===== config.mk =====
export PLATFORM = sky130hd
export DESIGN_NAME = mcam_top
export DESIGN_NICKNAME = d
export VERILOG_FILES = /design/src/rtl/mcam_pkg.sv /design/src/rtl/mcam_compare.sv /design/src/rtl/mcam_prio.sv /design/src/rtl/mcam_count.sv /design/src/rtl/mcam_top.sv
export SDC_FILE = /design/constraint.sdc
export NUM_CORES = 1
export LEC_CHECK = 0
export ABC_CLOCK_PERIOD_IN_PS = 4059
export CAP_MARGIN = 0
export CORE_MARGIN = 3
export CORE_UTILIZATION = 35
export DETAILED_ROUTE_END_ITERATION = 7
export DONT_BUFFER_PORTS = 1
export PLACE_DENSITY = 0.62
export SETUP_SLACK_MARGIN = 0.3
export SLEW_MARGIN = 30
export SYNTH_ARGS = -nofsm -noshare
export SYNTH_HDL_FRONTEND = slang
export SYNTH_SLANG_ARGS = --single-unit

===== constraint.sdc =====
create_clock -name clk -period 4.06 [get_ports clk]
set_input_delay 0.812 -clock clk [delete_from_list [all_inputs] [get_ports clk]]
set_output_delay 0.812 -clock clk [all_outputs]
set_load 0.005 [all_outputs]

===== src/rtl/mcam_pkg.sv =====
// Shared types for the masked content-addressable memory.
package mcam_pkg;
    typedef enum logic [1:0] {
        CAM_NOP    = 2'd0,
        CAM_SEARCH = 2'd1,
        CAM_READ   = 2'd2,
        CAM_WRITE  = 2'd3
    } cam_op_e;
endpackage


===== src/rtl/mcam_compare.sv =====
// Parallel masked comparison of one key against every cell.
// Assumes cells are {occupancy, data}; key and mask already extended to that width.
module mcam_compare #(
    parameter int NUM_CELLS = 8,
    parameter int CELL_W    = 9
) (
    input  logic [NUM_CELLS-1:0][CELL_W-1:0] cells,
    input  logic [CELL_W-1:0]                key_ext,
    input  logic [CELL_W-1:0]                mask_ext,
    output logic [NUM_CELLS-1:0]             hits
);
    // one comparator per cell: every masked bit must agree with the key
    for (genvar g = 0; g < NUM_CELLS; g++) begin : g_cell
        assign hits[g] = ~|((cells[g] ^ key_ext) & mask_ext);
    end
endmodule


===== src/rtl/mcam_prio.sv =====
// Fixed-priority encoder: lowest set bit wins. Assumes NUM_CELLS >= 2.
module mcam_prio #(
    parameter int NUM_CELLS = 8,
    localparam int IDX_W    = $clog2(NUM_CELLS)
) (
    input  logic [NUM_CELLS-1:0] vec,
    output logic [IDX_W-1:0]     idx,
    output logic                 any
);
    // scan from the top so the lowest set position is the last assignment
    always_comb begin
        idx = '0;
        for (int i = NUM_CELLS - 1; i >= 0; i--) begin
            if (vec[i]) idx = IDX_W'(i);
        end
        any = |vec;
    end
endmodule


===== src/rtl/mcam_count.sv =====
// Population count of the hit vector and the zero/one/several summary.
// The "one" flag uses the single-bit test, independent of the adder tree.
module mcam_count #(
    parameter int NUM_CELLS = 8,
    localparam int CNT_W    = $clog2(NUM_CELLS + 1)
) (
    input  logic [NUM_CELLS-1:0] vec,
    output logic [CNT_W-1:0]     cnt,
    output logic                 none,
    output logic                 one,
    output logic                 many
);
    // sum the hit bits
    always_comb begin
        cnt = '0;
        for (int i = 0; i < NUM_CELLS; i++) cnt = cnt + CNT_W'(vec[i]);
    end

    // summary flags: zero, a single bit, otherwise several
    always_comb begin
        none = ~|vec;
        one  = ~none && ((vec & (vec - NUM_CELLS'(1))) == '0);
        many = ~none && ~one;
    end
endmodule


===== src/rtl/mcam_top.sv =====
// Masked content-addressable memory: NUM_CELLS cells of {occupancy, DATA_W data}.
// Search/read compare data bits only; write searches for free cells by occupancy.
// All commands complete in one clock; results are registered. Synchronous active-low reset.
module mcam_top
    import mcam_pkg::*;
#(
    parameter int NUM_CELLS = 8,
    parameter int DATA_W    = 8,
    localparam int CELL_W   = DATA_W + 1,
    localparam int IDX_W    = $clog2(NUM_CELLS),
    localparam int CNT_W    = $clog2(NUM_CELLS + 1)
) (
    input  logic                 clk,
    input  logic                 rst_n,
    input  logic                 cmd_valid,
    input  logic [1:0]           cmd_op,
    input  logic [DATA_W-1:0]    key,
    input  logic [DATA_W-1:0]    mask,
    input  logic [DATA_W-1:0]    wr_data,
    output logic [DATA_W-1:0]    rd_data,
    output logic                 rd_valid,
    output logic [NUM_CELLS-1:0] hit_vec,
    output logic [CNT_W-1:0]     hit_count,
    output logic                 st_none,
    output logic                 st_one,
    output logic                 st_many,
    output logic [IDX_W-1:0]     hit_index,
    output logic                 hit_valid,
    output logic                 full,
    output logic                 op_done
);
    cam_op_e op;
    logic [NUM_CELLS-1:0][CELL_W-1:0] cells_q;
    logic [CELL_W-1:0]    key_ext, mask_ext;
    logic [NUM_CELLS-1:0] cur_vec;
    logic [IDX_W-1:0]     cur_idx;
    logic                 cur_any;
    logic [CNT_W-1:0]     cur_cnt;
    logic                 cur_none, cur_one, cur_many;
    logic                 act;
    cam_op_e              last_op_q;

    assign op  = cam_op_e'(cmd_op);
    assign act = cmd_valid && (op != CAM_NOP);

    // choose comparison operands: free-cell probe for writes, masked data otherwise
    always_comb begin
        if (op == CAM_WRITE) begin
            key_ext  = {1'b0, {DATA_W{1'b1}}};
            mask_ext = {1'b1, {DATA_W{1'b0}}};
        end else begin
            key_ext  = {1'b0, key};
            mask_ext = {1'b0, mask};
        end
    end

    mcam_compare #(.NUM_CELLS(NUM_CELLS), .CELL_W(CELL_W)) u_cmp (
        .cells(cells_q), .key_ext(key_ext), .mask_ext(mask_ext), .hits(cur_vec)
    );

    mcam_prio #(.NUM_CELLS(NUM_CELLS)) u_prio (
        .vec(cur_vec), .idx(cur_idx), .any(cur_any)
    );

    mcam_count #(.NUM_CELLS(NUM_CELLS)) u_cnt (
        .vec(cur_vec), .cnt(cur_cnt), .none(cur_none), .one(cur_one), .many(cur_many)
    );

    // register results, perform the store, and raise the per-command pulses
    always_ff @(posedge clk) begin
        if (!rst_n) begin
            cells_q   <= '0;
            hit_vec   <= '0;
            hit_count <= '0;
            st_none   <= 1'b1;
            st_one    <= 1'b0;
            st_many   <= 1'b0;
            hit_index <= '0;
            hit_valid <= 1'b0;
            rd_data   <= '0;
            rd_valid  <= 1'b0;
            full      <= 1'b0;
            op_done   <= 1'b0;
            last_op_q <= CAM_NOP;
        end else begin
            op_done  <= 1'b0;
            rd_valid <= 1'b0;
            full     <= 1'b0;
            if (act) begin
                hit_vec   <= cur_vec;
                hit_count <= cur_cnt;
                st_none   <= cur_none;
                st_one    <= cur_one;
                st_many   <= cur_many;
                hit_index <= cur_idx;
                hit_valid <= cur_any;
                op_done   <= 1'b1;
                last_op_q <= op;
                if (op == CAM_READ) begin
                    rd_valid <= cur_any;
                    rd_data  <= cur_any ? cells_q[cur_idx][DATA_W-1:0] : '0;
                end
                if (op == CAM_WRITE) begin
                    if (cur_any) cells_q[cur_idx] <= {1'b1, wr_data};
                    else         full <= 1'b1;
                end
            end
        end
    end

    // ---------------- assertions ----------------
    p_flag_onehot_r4: assert property (@(posedge clk) disable iff (!rst_n)
        $countones({st_none, st_one, st_many}) == 1)
        else $error("R4 status flags not one-hot");

    p_count_vec_r3: assert property (@(posedge clk) disable iff (!rst_n)
        hit_count == CNT_W'($countones(hit_vec)))
        else $error("R3 hit_count disagrees with hit_vec");

    p_lowest_hit_r6: assert property (@(posedge clk) disable iff (!rst_n)
        hit_valid |-> (hit_vec[hit_index] &&
                       ((hit_vec & ((NUM_CELLS'(1) << hit_index) - NUM_CELLS'(1))) == '0)))
        else $error("R6 hit_index not the lowest hit");

    p_read_needs_hit_r5: assert property (@(posedge clk) disable iff (!rst_n)
        rd_valid |-> (hit_valid && op_done))
        else $error("R5 read returned without a hit");

    p_full_keeps_r8: assert property (@(posedge clk) disable iff (!rst_n)
        full |-> (st_none && cells_q == $past(cells_q)))
        else $error("R8 refused write changed the array");

    p_write_store_r7: assert property (@(posedge clk) disable iff (!rst_n)
        (op_done && last_op_q == CAM_WRITE && !full) |->
            (cells_q[hit_index] == {1'b1, $past(wr_data)}))
        else $error("R7 write did not store the word");

    p_idle_quiet_r9: assert property (@(posedge clk) disable iff (!rst_n)
        !op_done |-> (!rd_valid && !full))
        else $error("R9 pulse without a command");
endmodule


==> impl_metrics.tcl <==
set metrics [dict create \
    rsz0062_at_grt "true" \
    drc 0 \
    clk_latency_ns 0.35 \
    cp_max_fo 4 \
    utilization_pct 40.3 \
    slew_headroom_pct 39.1 \
    fin_skew_ns 0.0101 \
    clockRootBuffer "clkbuf_16" \
    die_w_um 133 \
    post-route-period-util_pct 96.0 \
    synth_nets 624 \
    reg2reg_depth 11 \
    r2r_setup_slack_ns 0.29 \
    initial_core_util_pct 36.3 \
    layout_min_cycle_time_ns 3.90 \
    hold_buffers 0 \
    gp_congestion 1.00 \
    required_ns 4.30 \
    dp_hpwl_mm 12.0 \
    whs_path_depth 2 \
    ys_types 54 \
    num_rows 45 \
    hold_viol 0 \
    setup.worst_path.end_class "flip-flop" \
    grt_pass1_wl_mm 25.4 \
    worstReg2RegEnd "hit_count[1]$_SDFFE_PN0P_" \
    first_iter_violations 427 \
    grt_max_degree 96 \
    area_growth_pct 10.8 \
    grt_overflow 0 \
    syn_area_per_cell_um2 9.59 \
    die_h_um 133 \
    die_area_mm2 0.0176 \
    synth-seq-cells 102 \
    synth_ff_type "dfxtp_1" \
    p_leak_nw 2.36 \
    insertedDiodeCount 0 \
    nFillCells 1499 \
    antenna_found_initial 0 \
    multiInputGateArea_mm2 0.00338 \
    power_mw 2.35 \
    layout.nets 619 \
    r2r-start "cells_q[1]$_SDFFE_PN0P_" \
    h-tree-depth 3 \
    ios 59 \
    status "finished, final reports clean" \
    powerDensity_mw_per_mm2 378 \
    fmax_mhz 257 \
    setup_viol 0 \
    vias_per_cell 5.43 \
    synth_edf_count 0 \
    min_path_type "reg -> reg" \
    grt_pass1_vias 4313 \
    cts.sinks 102 \
    drive_gt1_share_pct 14.8 \
    critPathLaunchType "input port" \
    cts_tree "yes" \
    layout_common_cells "dfxtp_1, nor2b_1, xor2_1, mux2i_1, buf_4" \
    core_area_mm2 0.0155 \
    syn_area_mm2 0.00563 \
    placed_cells 778 \
    holdWs_ns 0.461 \
    grt_usage_pct 18.4 \
    firstDrtPassIters 5 \
    syn-instance-count 587 \
    min-delay-start "st_none$_SDFFE_PN1P_" \
    final_common_cell "dfxtp_1" \
    final_cells 798 \
    ff_latch_area_mm2 0.00204 \
    cts_made_buffers 9 \
    synth-async-reset-ratio_pct 0 \
    wl_mm 16.3 \
    path_class "in -> reg" \
    critical_path_arrival_ns 4.13 \
    maxCapViolations 0 \
    numPortBuffers 0 \
    slew_viol_final 0 \
    yosys_warnings 0 \
    wl_per_cell_um 20.4 \
    ant_nets 0 \
    ir_drop_mv 0.220 \
    clk_pin_slew_ns 0.06 \
    vias 4333 \
    synth_seq_area_share_pct 36.3 \
    whs_endpoint "st_none$_SDFFE_PN1P_" \
    worst_pin_slew_ns 0.912 \
    clk_path_buf_depth 2 \
]
## metrics by stage
stage / instance area (µm²) / setup slack (ns) / TNS (ns)
3_5_place_dp: 5900 / -0.139 / -0.174
6_report: 6230 / 0.164 / 0
4_1_cts: 6170 / 0.227 / 0
2_1_floorplan: 5650 / -0.0286 / -0.0286
3_3_place_gp: 5890 / -0.0409 / -0.0409
5_1_grt: 6230 / 0.0811 / 0
## synth_stat cells (10+ instances only)
master	count	area share, %
a22oi_1	24	3.2
and2_1	11	1.2
buf_2	10	0.89
clkbuf_1	25	1.7
dfxtp_1	102	36
mux2i_1	64	11
nand2_1	29	1.9
nor2_1	22	1.5
nor2b_1	66	7.3
nor3_1	12	1.1
o21a_1	11	1.5
o22ai_1	18	2.0
xor2_1	64	10
## worst max-delay path, stage by stage
cell,delay (ns)
a21boi_4,0.13
a222oi_1,0.39
nand4_1,0.26
ha_4,0.34
inv_2,0.03
fa_2,0.47
fa_1,0.53
fa_2,0.41
fa_2,0.57
nand2_1,0.05
o211a_1,0.13
## cell families after synthesis
family,after synthesis,synth area share [%]
AOI/OAI and AO/OA,117,17.0
xor gates and xnor gates,65,10.1
adders and majority gates,9,2.49
buffers and inverters,57,4.76
DFF,102,36.3
muxes,64,11.4
and+or+nand+nor,173,17.9
## report_power, final
part           switching, mW  internal (mW)
logic                  0.295          0.206
clock network          0.384          0.416
registers             0.0246           1.03
## layer usage
| metal | vias to the layer above | GRT usage [%] | share of wire [%] | wire (µm) |
|---|---|---|---|---|
| met4 | 0 | 6.47 | 2.7 | 445 |
| met3 | 31 | 4.94 | 7.6 | 1240 |
| met1 | 2069 | 25.0 | 45 | 7350 |
| met5 | - | 0 | 0 | 0 |
| li1 | 2065 | - | - | - |
| met2 | 168 | 28.1 | 45 | 7260 |
## worst max path at each step
stage               startpoint                   endpoint  slack (ns)  depth (start not counted)
floorplan               key[1]  hit_count[2]$_SDFFE_PN0P_       -0.03                         15
global placement       mask[1]  hit_count[2]$_SDFFE_PN0P_       -0.04                         13
detailed placement     mask[1]  hit_count[2]$_SDFFE_PN0P_       -0.14                         13
CTS                    mask[1]  hit_count[2]$_SDFFE_PN0P_        0.23                         13
global route           mask[1]  hit_count[1]$_SDFFE_PN0P_        0.08                         11
finish                 mask[1]  hit_count[1]$_SDFFE_PN0P_        0.16                         11
## flip-flops by register name, summed over array words and instances (netlist names), 3 cells and up
signal	flops
cells_q	72
hit_vec	8
rd_data	8
hit_count	4
hit_index	3
## timing repair
action	in CTS	in global routing
cloned	0	0
endpoints found under the setup margin	1	2
gates resized for setup	0	9
buffers inserted	1	3
pin swaps	1	12
## area by class of cell
class / count / share of cell area [%]
clock buffers: 11 / 3.73
clock inverters: 5 / 0.582
inverters: 8 / 0.482
multi-input cells: 428 / 54.3
flip-flops and latches: 102 / 32.8
well taps: 211 / 4.24
repair buffers: 33 / 3.93
Power figures use the tool's default switching activity.
